`src/rtl/eow_pkg.sv`:
```
package eow_pkg;
  typedef enum logic [1:0] {
    SRC_IDLE   = 2'd0,
    SRC_ARRAY  = 2'd1,
    SRC_STATUS = 2'd2
  } rd_src_e;
endpackage

```
`src/rtl/eow_access_detect.sv`:
```
module eow_access_detect (
  input  logic clk_i,
  input  logic rst_ni,
  input  logic ce_ni,
  input  logic oe_ni,
  input  logic we_ni,
  output logic rd_act_o,
  output logic rd_start_o
);
  logic rd_q;

  assign rd_act_o   = ~ce_ni & ~oe_ni & we_ni;
  assign rd_start_o = rd_act_o & ~rd_q;

  always_ff @(posedge clk_i or negedge rst_ni) begin
    if (!rst_ni) rd_q <= 1'b0;
    else         rd_q <= rd_act_o;
  end
endmodule

```
`src/rtl/eow_toggle.sv`:
```
module eow_toggle (
  input  logic clk_i,
  input  logic rst_ni,
  input  logic rd_start_i,
  input  logic busy_i,
  output logic tog_o
);
  logic tog_q;
  logic flip;

  assign flip  = rd_start_i & busy_i;
  // value seen by the access that starts this cycle
  assign tog_o = tog_q ^ flip;

  always_ff @(posedge clk_i or negedge rst_ni) begin
    if (!rst_ni)   tog_q <= 1'b0;
    else if (flip) tog_q <= ~tog_q;
  end
endmodule

```
`src/rtl/eow_out_stage.sv`:
```
module eow_out_stage
  import eow_pkg::*;
#(
  parameter int DATA_W = 8
) (
  input  logic              clk_i,
  input  logic              rst_ni,
  input  logic              rd_act_i,
  input  logic              busy_i,
  input  logic              tog_i,
  input  logic [DATA_W-1:0] last_wr_i,
  input  logic [DATA_W-1:0] arr_data_i,
  output logic [DATA_W-1:0] data_o,
  output logic              data_oe_o
);
  localparam int POLL_BIT = DATA_W - 1;
  localparam int TOG_BIT  = DATA_W - 2;

  rd_src_e           src;
  logic [DATA_W-1:0] status_word;
  logic [DATA_W-1:0] data_d;
  logic [DATA_W-1:0] data_q;
  logic              oe_q;

  always_comb begin
    status_word           = last_wr_i;
    status_word[POLL_BIT] = ~last_wr_i[POLL_BIT];
    status_word[TOG_BIT]  = tog_i;
  end

  always_comb begin
    if (!rd_act_i)   src = SRC_IDLE;
    else if (busy_i) src = SRC_STATUS;
    else             src = SRC_ARRAY;
  end

  always_comb begin
    unique case (src)
      SRC_ARRAY:  data_d = arr_data_i;
      SRC_STATUS: data_d = status_word;
      default:    data_d = '0;
    endcase
  end

  always_ff @(posedge clk_i or negedge rst_ni) begin
    if (!rst_ni) begin
      data_q <= '0;
      oe_q   <= 1'b0;
    end else begin
      data_q <= data_d;
      oe_q   <= rd_act_i;
    end
  end

  assign data_o    = data_q;
  assign data_oe_o = oe_q;
endmodule

```
`src/rtl/eow_status_read.sv`:
```
module eow_status_read #(
  parameter int ADDR_W = 13,
  parameter int DATA_W = 8
) (
  input  logic              clk_i,
  input  logic              rst_ni,
  input  logic              ce_ni,
  input  logic              oe_ni,
  input  logic              we_ni,
  input  logic [ADDR_W-1:0] addr_i,
  input  logic              busy_i,
  input  logic [DATA_W-1:0] last_wr_i,
  output logic [ADDR_W-1:0] arr_addr_o,
  input  logic [DATA_W-1:0] arr_data_i,
  output logic [DATA_W-1:0] data_o,
  output logic              data_oe_o
);
  logic rd_act;
  logic rd_start;
  logic tog;

  assign arr_addr_o = addr_i;

  eow_access_detect u_detect (
    .clk_i      (clk_i),
    .rst_ni     (rst_ni),
    .ce_ni      (ce_ni),
    .oe_ni      (oe_ni),
    .we_ni      (we_ni),
    .rd_act_o   (rd_act),
    .rd_start_o (rd_start)
  );

  eow_toggle u_toggle (
    .clk_i      (clk_i),
    .rst_ni     (rst_ni),
    .rd_start_i (rd_start),
    .busy_i     (busy_i),
    .tog_o      (tog)
  );

  eow_out_stage #(.DATA_W(DATA_W)) u_out (
    .clk_i      (clk_i),
    .rst_ni     (rst_ni),
    .rd_act_i   (rd_act),
    .busy_i     (busy_i),
    .tog_i      (tog),
    .last_wr_i  (last_wr_i),
    .arr_data_i (arr_data_i),
    .data_o     (data_o),
    .data_oe_o  (data_oe_o)
  );
endmodule

```
`config.mk`:
```
export PLATFORM = sky130hd
export DESIGN_NAME = eow_status_read
export DESIGN_NICKNAME = d
export VERILOG_FILES = /design/src/rtl/eow_pkg.sv /design/src/rtl/eow_access_detect.sv /design/src/rtl/eow_toggle.sv /design/src/rtl/eow_out_stage.sv /design/src/rtl/eow_status_read.sv
export SDC_FILE = /design/constraint.sdc
export NUM_CORES = 1
export LEC_CHECK = 0
export BUFFER_PORTS_ARGS = -buffer_cell sky130_fd_sc_hd__clkbuf_2
export CAP_MARGIN = 30
export CORE_AREA = 2 2 46 48
export DETAILED_ROUTE_END_ITERATION = 7
export DIE_AREA = 0 0 48 50
export PLACE_DENSITY_LB_ADDON = 0.3
export RECOVER_POWER = 50
export SKIP_CTS_REPAIR_TIMING = 1
export SLEW_MARGIN = 30
export SYNTH_ARGS = -nofsm -noshare
export SYNTH_HDL_FRONTEND = slang
export SYNTH_SLANG_ARGS = --single-unit
```
`constraint.sdc`:
```
create_clock -name clk_i -period 0.8 [get_ports clk_i]
set_input_delay 0.12 -clock clk_i [delete_from_list [all_inputs] [get_ports clk_i]]
set_output_delay 0.12 -clock clk_i [all_outputs]
set_load 0.02 [all_outputs]
```
==> results of run 1 <==
power groups by stage:
stage	logic (uW)	registers (uW)	clock network [uW]
after floorplan	192	601	0
after global placement	243	580	0
after detailed placement	247	580	0
after CTS	247	571	469
after global routing	299	580	491
final	265	574	446
cell usage in the layout, fill, tap and decap left out, drive strengths merged:
| cell | count |
|---|---|
| or3b | 1 |
| nor3b | 1 |
| clkbuf | 24 |
| mux2i | 8 |
| buf | 13 |
| dfrtp | 10 |
| dlygate4sd3 | 1 |
| nor2 | 8 |
| xnor2 | 1 |
| xor2 | 1 |
| inv | 2 |
state kept, by name, summed over array words and instances (netlist names):
register	flops
u_toggle.tog_q	1
u_out.data_o	8
u_out.data_oe_o	1
kinds of logic (layout without fill, tap and decap cells):
group,Yosys count,in the layout,share of synthesized area
multiplexers,8,8,0.1542
AND/OR/NAND/NOR,10,10,0.09880
flip-flops,10,10,0.4819
buffers and inverters,17,40,0.2313
XOR/XNOR,2,2,0.03374
layout make-up:
cell class,instances,area share
flip-flops and latches,10,0.3496
inverters,2,0.01043
repair buffers,34,0.3357
well taps,27,0.04696
clock buffers,4,0.05043
multi-input cells,20,0.2070
worst paths after layout:
| kind | end | slack [ps] | cells after the start |
|---|---|---|---|
| setup reg to reg | u_out.data_o[6]$_DFF_PN0_ | -80 | 3 |
| min in group asynchronous | u_out.data_o[5]$_DFF_PN0_ | 270 | 2 |
| hold / removal | u_out.data_o[1]$_DFF_PN0_ | 100 | 3 |
| hold reg to reg | u_toggle.tog_q$_DFFE_PN0P_ | 560 | 2 |
| setup / recovery | data_oe_o | -160 | 1 |
| max in group asynchronous | u_out.data_oe_o$_DFF_PN0_ | 310 | 2 |
per-layer routing:
metal,global-route usage,up-vias,routed length (um)
li1,-,180,-
met5,0,-,0
met1,0.09213,166,389
met3,0.04396,6,114
met2,0.1356,29,540
met4,0.06757,0,10
stage by stage:
step                      hold slack, ps  std cells  setup WS (ps)  setup TNS (ps)
after floorplan                   -175.6         47         -213.7          -287.0
after global placement            -7.985         92         -196.9           -1475
after detailed placement          -3.797         92         -219.9           -1611
after CTS                         -293.4         96         -197.3           -1188
after global routing               107.2         97         -205.0           -1432
final                              101.0         97         -164.6          -982.1
==> metrics, run 1 <==
worst skew pair latency around 260 ps; nets 106; FP Rows 16; number of synthesized flops with an enable pin 0; CP Buf/Inv Count 1; P_sw 300.6 uW; fmax 1037 MHz; DP HPWL 786.2 um; Post-Syn Area per Cell roughly 11 um2; wire per inst 10.87 um; final WL 1054 um; Buffers on Ports 29; total grt overflow 0; final setup fails 11; CTS tree yes; Rel. slew slack 0.8307; top-area cell type share of the netlist area 0.4819; synth top area cells dfrtp_1 48%, buf_4 19%, mux2i_1 15%, nor2_1 5.8%, nor3b_2 2.4%; synth cell count leaders 13 x buf_4, 10 x dfrtp_1, 8 x mux2i_1, 8 x nor2_1, 2 x inv_1; Placed Instance Area 616.8 um2; DR vias/cell approximately 4; Cell Area, Synth 519.2 um2; GRT Util Overall 0.09053; unrepaired setup endpoints after global routing yes; Crit-path slowest cell dfrtp_2; Worst Path Arrival 840 ps; DRC viols 0; Synth Warn # 0; DRT antenna net count 0; leading area contributor after synthesis dfrtp_1; cts bufs inserted 3; Crit Path Max Fanout 3; Main synth FF type dfrtp_1; Sw Share 0.2341; global-route wire length before repair 1490 um; routability congestion estimate 0.5658; Crit path max-delay family flip-flops; ys async rst share 1.000; Area Growth Syn to Fin 38.55%; Final Hold Fails 0; worst path cell trace buf_6; Fin Clk Skew approximately 0.066 ps; area taken by multi-input logic gates 148.9 um2; period utilization 1.206; worst slew pin tran 254.0 ps; Gate Count Post-Synth 47; final total power 1284 uW; fill count 199; largest net degree at the start of global routing 11; Peak VDD IR 755.6 uV; hold_sp arr_data_i[1]; critical path capture point type output pin; CTS sink count 10; outcome finished with violations; Setup crit start u_out.data_oe_o$_DFF_PN0_; r2r startpoint u_out.data_oe_o$_DFF_PN0_; syn nets 82; min cycle time layout 964.6 ps; failing checks negative setup slack; Die Span Y 50 um; post-route cell area 719.4 um2; DR vias 381; Initial DRC Count 1; power per cell area approximately 1800 nW/um2; crit path launch type register; Placeable Area 1902 um2; full die area 2400 um2; clock share of power 0.347; share of layout cells above drive strength 1 0.5571; DR pass1 iterations 2; post-route setup slack -164.6 ps; Comb pwr share 0.206; initial antenna violation count 0; die width 48 um; Worst Path Required just under 700 ps; Cell Int Power 983.5 uW; initial core utilization 0.2730; CTS max path bufs 2; register bit count reported by yosys 10; Worst path max stage delay about 440 ps; count leader, synth buf_4; Seq/Total Area, Yosys 0.4819; number of max-cap violations 0; Worst-path clk slew 60 ps; n_diodes 0; clk root buf clkbuf_4; vias in the first global route 389; Slew Viols, Final 0; H-tree Lvls 1; Synth cell types 11; kind of critical path register to output pin; static leakage roughly 0.00040 uW; register area ~250 um2; part of the power in registers 0.447; io pins 57; Core Util, Final 0.3783; Hold Crit Class input port to register
No activity file was read; power rests on OpenSTA's default activity.
==> run 2, diff against run 1 <==
--- a/config.mk
+++ b/config.mk
@@ -7,9 +7,10 @@
 export LEC_CHECK = 0
 export BUFFER_PORTS_ARGS = -buffer_cell sky130_fd_sc_hd__clkbuf_2
 export CAP_MARGIN = 30
-export CORE_AREA = 2 2 46 48
+export CORE_AREA = 2 2 44 46
 export DETAILED_ROUTE_END_ITERATION = 7
-export DIE_AREA = 0 0 48 50
+export DIE_AREA = 0 0 46 48
+export HOLD_SLACK_MARGIN = 0.12
 export PLACE_DENSITY_LB_ADDON = 0.3
 export RECOVER_POWER = 50
 export SKIP_CTS_REPAIR_TIMING = 1
==> constraint.sdc (replaced) <==
create_clock -name clk_i -period 1 [get_ports clk_i]
set_input_delay 0.15 -clock clk_i [delete_from_list [all_inputs] [get_ports clk_i]]
set_output_delay 0.15 -clock clk_i [all_outputs]
set_load 0.02 [all_outputs]
==> metrics, run 2 (synthesis gave the netlist of run 1 again) <==
outcome finished clean; Fin Clk Skew 0.4066 ps; initial core utilization 0.3074; Crit Path Max Fanout 2; io pins 57; Setup crit start u_out.data_oe_o$_DFF_PN0_; Buffers on Ports 29; share of layout cells above drive strength 1 0.5075; min cycle time layout 946.2 ps; largest net degree at the start of global routing 11; crit path launch type register; period utilization 0.9462; Die Span Y 48 um; CTS tree yes; Setup TNS 0 ps; final total power approximately 900 uW; unrepaired setup endpoints after global routing no; worst path cell trace buf_4, nor3b_2, xor2_1; Worst Path Required 1180 ps; power per cell area 1415 nW/um2; FP Rows 15; worst slew pin tran 541.3 ps; H-tree Lvls 1; global-route wire length before repair ~1600 um; pre-CTS setup slack -60.54 ps; kind of critical path register to register; initial antenna violation count 0; Rel. slew slack 0.6391; vias in the first global route 394; routability congestion estimate roughly 0.56; Worst Path Arrival about 1100 ps; final WL a little under 1000 um; Hold WS 133.4 ps; r2r startpoint u_out.data_oe_o$_DFF_PN0_; R2R depth 3; total grt overflow 0; final setup fails 0; DRC viols 0; die width between 40 and 50 um; hold_sp arr_data_i[4]; Final Hold Fails 0; commonest non-fill, non-tap cell in the layout clkbuf_2; Area Growth Syn to Fin 19.28%; Crit-path slowest cell dfrtp_1; met2 GRT Util 0.1694; Worst-path clk slew 60 ps; critical path capture point type register; WHS Path Cells 3; Placeable Area 1689 um2; nets around 100; GRT Util Overall 0.1129; Hold Crit Class input port to register; Largest register FFs 8; static leakage 0.0003721 uW; wire per inst 11.46 um; full die area 2208 um2; fmax 1057 MHz; clk root buf clkbuf_4; most used routing layer met2; DR vias/cell roughly 4.3; post-route setup slack 53.85 ps; CTS max path bufs 2; DRT antenna net count 0; Peak VDD IR around 510 uV; DR pass1 iterations 1; CTS sink count 10; worst skew pair latency 250 ps; DR vias 361; Initial DRC Count 0; hold endpoint u_out.data_o[4]$_DFF_PN0_; Worst path max stage delay 370 ps; most frequent cells in the layout 28 x clkbuf_2, 10 x dfrtp_1, 8 x mux2i_1, 8 x nor2_1, 3 x clkbuf_4; r2r setup slk 50 ps; cts bufs inserted 3; n_diodes 0; number of max-cap violations 0; grt met3 use 0.07547; Slew Viols, Final 0; worst r2r dst u_toggle.tog_q$_DFFE_PN0P_; met1 GRT Util 0.1101
## run 2: power by group
part	total, uW	switching, uW	internal [uW]
logic	161	74.9	86.5
registers	459	21.1	437
clock network	257	119	138
## run 2: cell type report
cell class | count | area (um2)
Sequential cell | 10 | 250.2
Tap cell | 17 | 21.27
Inverter | 2 | 7.507
Multi-Input combinational cell | 20 | 148.9
Fill cell | 183 | 1070
Timing Repair Buffer | 32 | 168.9
Clock buffer | 3 | 22.52
## run 2: critical path: cells and delay by family (launching register included)
family                 cells  cell delay (ps)
XOR/XNOR                   1              160
buffers and inverters      1              150
flip-flops                 1              370
AND/OR/NAND/NOR            1              190
## run 2: how the worst max path moves through the flow
stage	end	slack [ps]	cells past startpoint
after global routing	u_toggle.tog_q$_DFFE_PN0P_	10	3
final	u_toggle.tog_q$_DFFE_PN0P_	50	3
after detailed placement	u_toggle.tog_q$_DFFE_PN0P_	-60	4
after global placement	u_toggle.tog_q$_DFFE_PN0P_	-30	4
after CTS	data_oe_o	-30	1
after floorplan	u_toggle.tog_q$_DFFE_PN0P_	-40	4
## run 2: metrics by stage
stage	instance area (um2)	utilization	cells
after global routing	619.3	0.3667	84
after global placement	580.6	0.3437	79
after floorplan	519.2	-	47
after detailed placement	580.6	0.3437	79
final	619.3	0.3667	84
after CTS	603.1	0.3570	82
## run 2: per-layer routing
metal | up-vias | routed length [um]
met5 | - | 0
met4 | 0 | 14
met3 | 6 | 134
met2 | 30 | 435
met1 | 150 | 377
li1 | 175 | -
==> run 3, diff against run 2 <==
--- a/config.mk
+++ b/config.mk
@@ -12,7 +12,6 @@
 export DIE_AREA = 0 0 46 48
 export HOLD_SLACK_MARGIN = 0.12
 export PLACE_DENSITY_LB_ADDON = 0.3
-export RECOVER_POWER = 50
 export SKIP_CTS_REPAIR_TIMING = 1
 export SLEW_MARGIN = 30
 export SYNTH_ARGS = -nofsm -noshare
==> metrics, run 3 (synthesis gave the netlist of run 1 again) <==
outcome finished clean; CTS max path bufs 2; unrepaired setup endpoints after global routing no; DRC viols 0; wire per inst approximately 11 um; FP Rows 15; Worst path max stage delay 370 ps; critical path capture point type register; worst path cell trace buf_4, nor3b_2, xor2_1; Peak VDD IR 514.4 uV; register area 250.2 um2; period utilization 0.9462; R2R depth 3; final WL between 900 and 1000 um; DR vias/cell 4.298; Area Growth Syn to Fin 19.52%; H-tree Lvls 1; uppermost layer routed met4; n_diodes 0; vias in the first global route 394; static leakage 0.0003751 uW; Largest register FFs 8; cts bufs inserted 3; GRT Util Overall 0.1129; global-route wire length before repair 1649 um; power per cell area 1414 nW/um2; full die area 2208 um2; io pins 57; Worst-path clk slew 60 ps; Crit path max-delay family flip-flops; clk root buf clkbuf_4; Fin Clk Skew 0.4066 ps; Placeable Area about 1700 um2; kind of critical path register to register; Worst Path Arrival approximately 1100 ps; Hold WS ~130 ps; Die Span Y 48 um; fmax 1057 MHz; fill count 182; M1 WL 379 um; final setup fails 0; Hold Crit Class input port to register; worst skew pair latency 250 ps; Crit Path Max Fanout 2; CP Buf/Inv Count 1; most frequent cells in the layout 29 x clkbuf_2, 10 x dfrtp_1, 8 x mux2i_1, 8 x nor2_1, 3 x clkbuf_4; Post-Layout Cell Count 84; DR vias 361; DR pass1 iterations 1; Crit-path slowest cell dfrtp_1; die width 46 um; area taken by multi-input logic gates 148.9 um2; worst slew pin tran 291.0 ps; final total power 877.2 uW; Rel. slew slack 0.8060; nets 104; initial antenna violation count 0; Final Hold Fails 0; Worst Path Required 1180 ps; Initial DRC Count 0; number of max-cap violations 0; min cycle time layout 946.2 ps; CTS tree yes; WP depth 3; CTS sink count 10; Setup TNS 0 ps; crit path launch type register; commonest non-fill, non-tap cell in the layout clkbuf_2; Cells after DPL 79; largest net degree at the start of global routing 11; total grt overflow 0; DR WL met2 435 um; routability congestion estimate 0.5565; WHS Path Cells 3; routed wl met3 134 um; Slew Viols, Final 0; Buffers on Ports 29; DRT antenna net count 0; share of layout cells above drive strength 1 0.5224; initial core utilization 0.3074
## run 3: cell types whose count changed in the layout (fill, tap and decap cells not counted)
| cell | previous run | this run |
|---|---|---|
| clkbuf_1 | 1 | 0 |
| clkbuf_2 | 28 | 29 |
## run 3: where the power goes
part / total (uW) / internal (uW) / switching [uW]
sequential: 459 / 437 / 21.1
combinational: 162 / 87.0 / 75.0
clock: 257 / 138 / 119
total: 877 / 662 / 215
## run 3: path summary, 6_finish.rpt
check | endpoint | from | slack (ps)
max | u_toggle.tog_q$_DFFE_PN0P_ | u_out.data_oe_o$_DFF_PN0_ | 50
min | u_out.data_o[4]$_DFF_PN0_ | arr_data_i[4] | 130
max reg2reg | u_toggle.tog_q$_DFFE_PN0P_ | u_out.data_oe_o$_DFF_PN0_ | 50
min reg2reg | u_toggle.tog_q$_DFFE_PN0P_ | u_toggle.tog_q$_DFFE_PN0P_ | 490
max in group asynchronous | u_toggle.tog_q$_DFFE_PN0P_ | rst_ni | 500
min in group asynchronous | u_out.data_oe_o$_DFF_PN0_ | rst_ni | 290
## run 3: metal layers
metal	GRT usage	vias up
li1	-	175
met1	0.1101	150
met2	0.1694	30
met3	0.07547	6
met4	0.08571	0
met5	0	-
## run 3: area by class of cell
class / count / area share
inverters: 2 / 0.01210
repair buffers: 32 / 0.2742
flip-flops and latches: 10 / 0.4032
multi-input cells: 20 / 0.2399
clock buffers: 3 / 0.03629
well taps: 17 / 0.03427
## run 3: worst register-to-register path, cell delays in order, from the launching register on
cell,delay (ps)
dfrtp_1,370
buf_4,150
nor3b_2,190
xor2_1,160
## run 3: stage by stage
step                setup WS [ps]  utilization  instance area, um2
finish                      53.85       0.3674               620.6
global route                10.69       0.3674               620.6
CTS                        -28.40       0.3570               603.1
detailed placement         -60.54       0.3437               580.6
global placement           -32.51       0.3437               580.6
floorplan                  -43.90            -               519.2
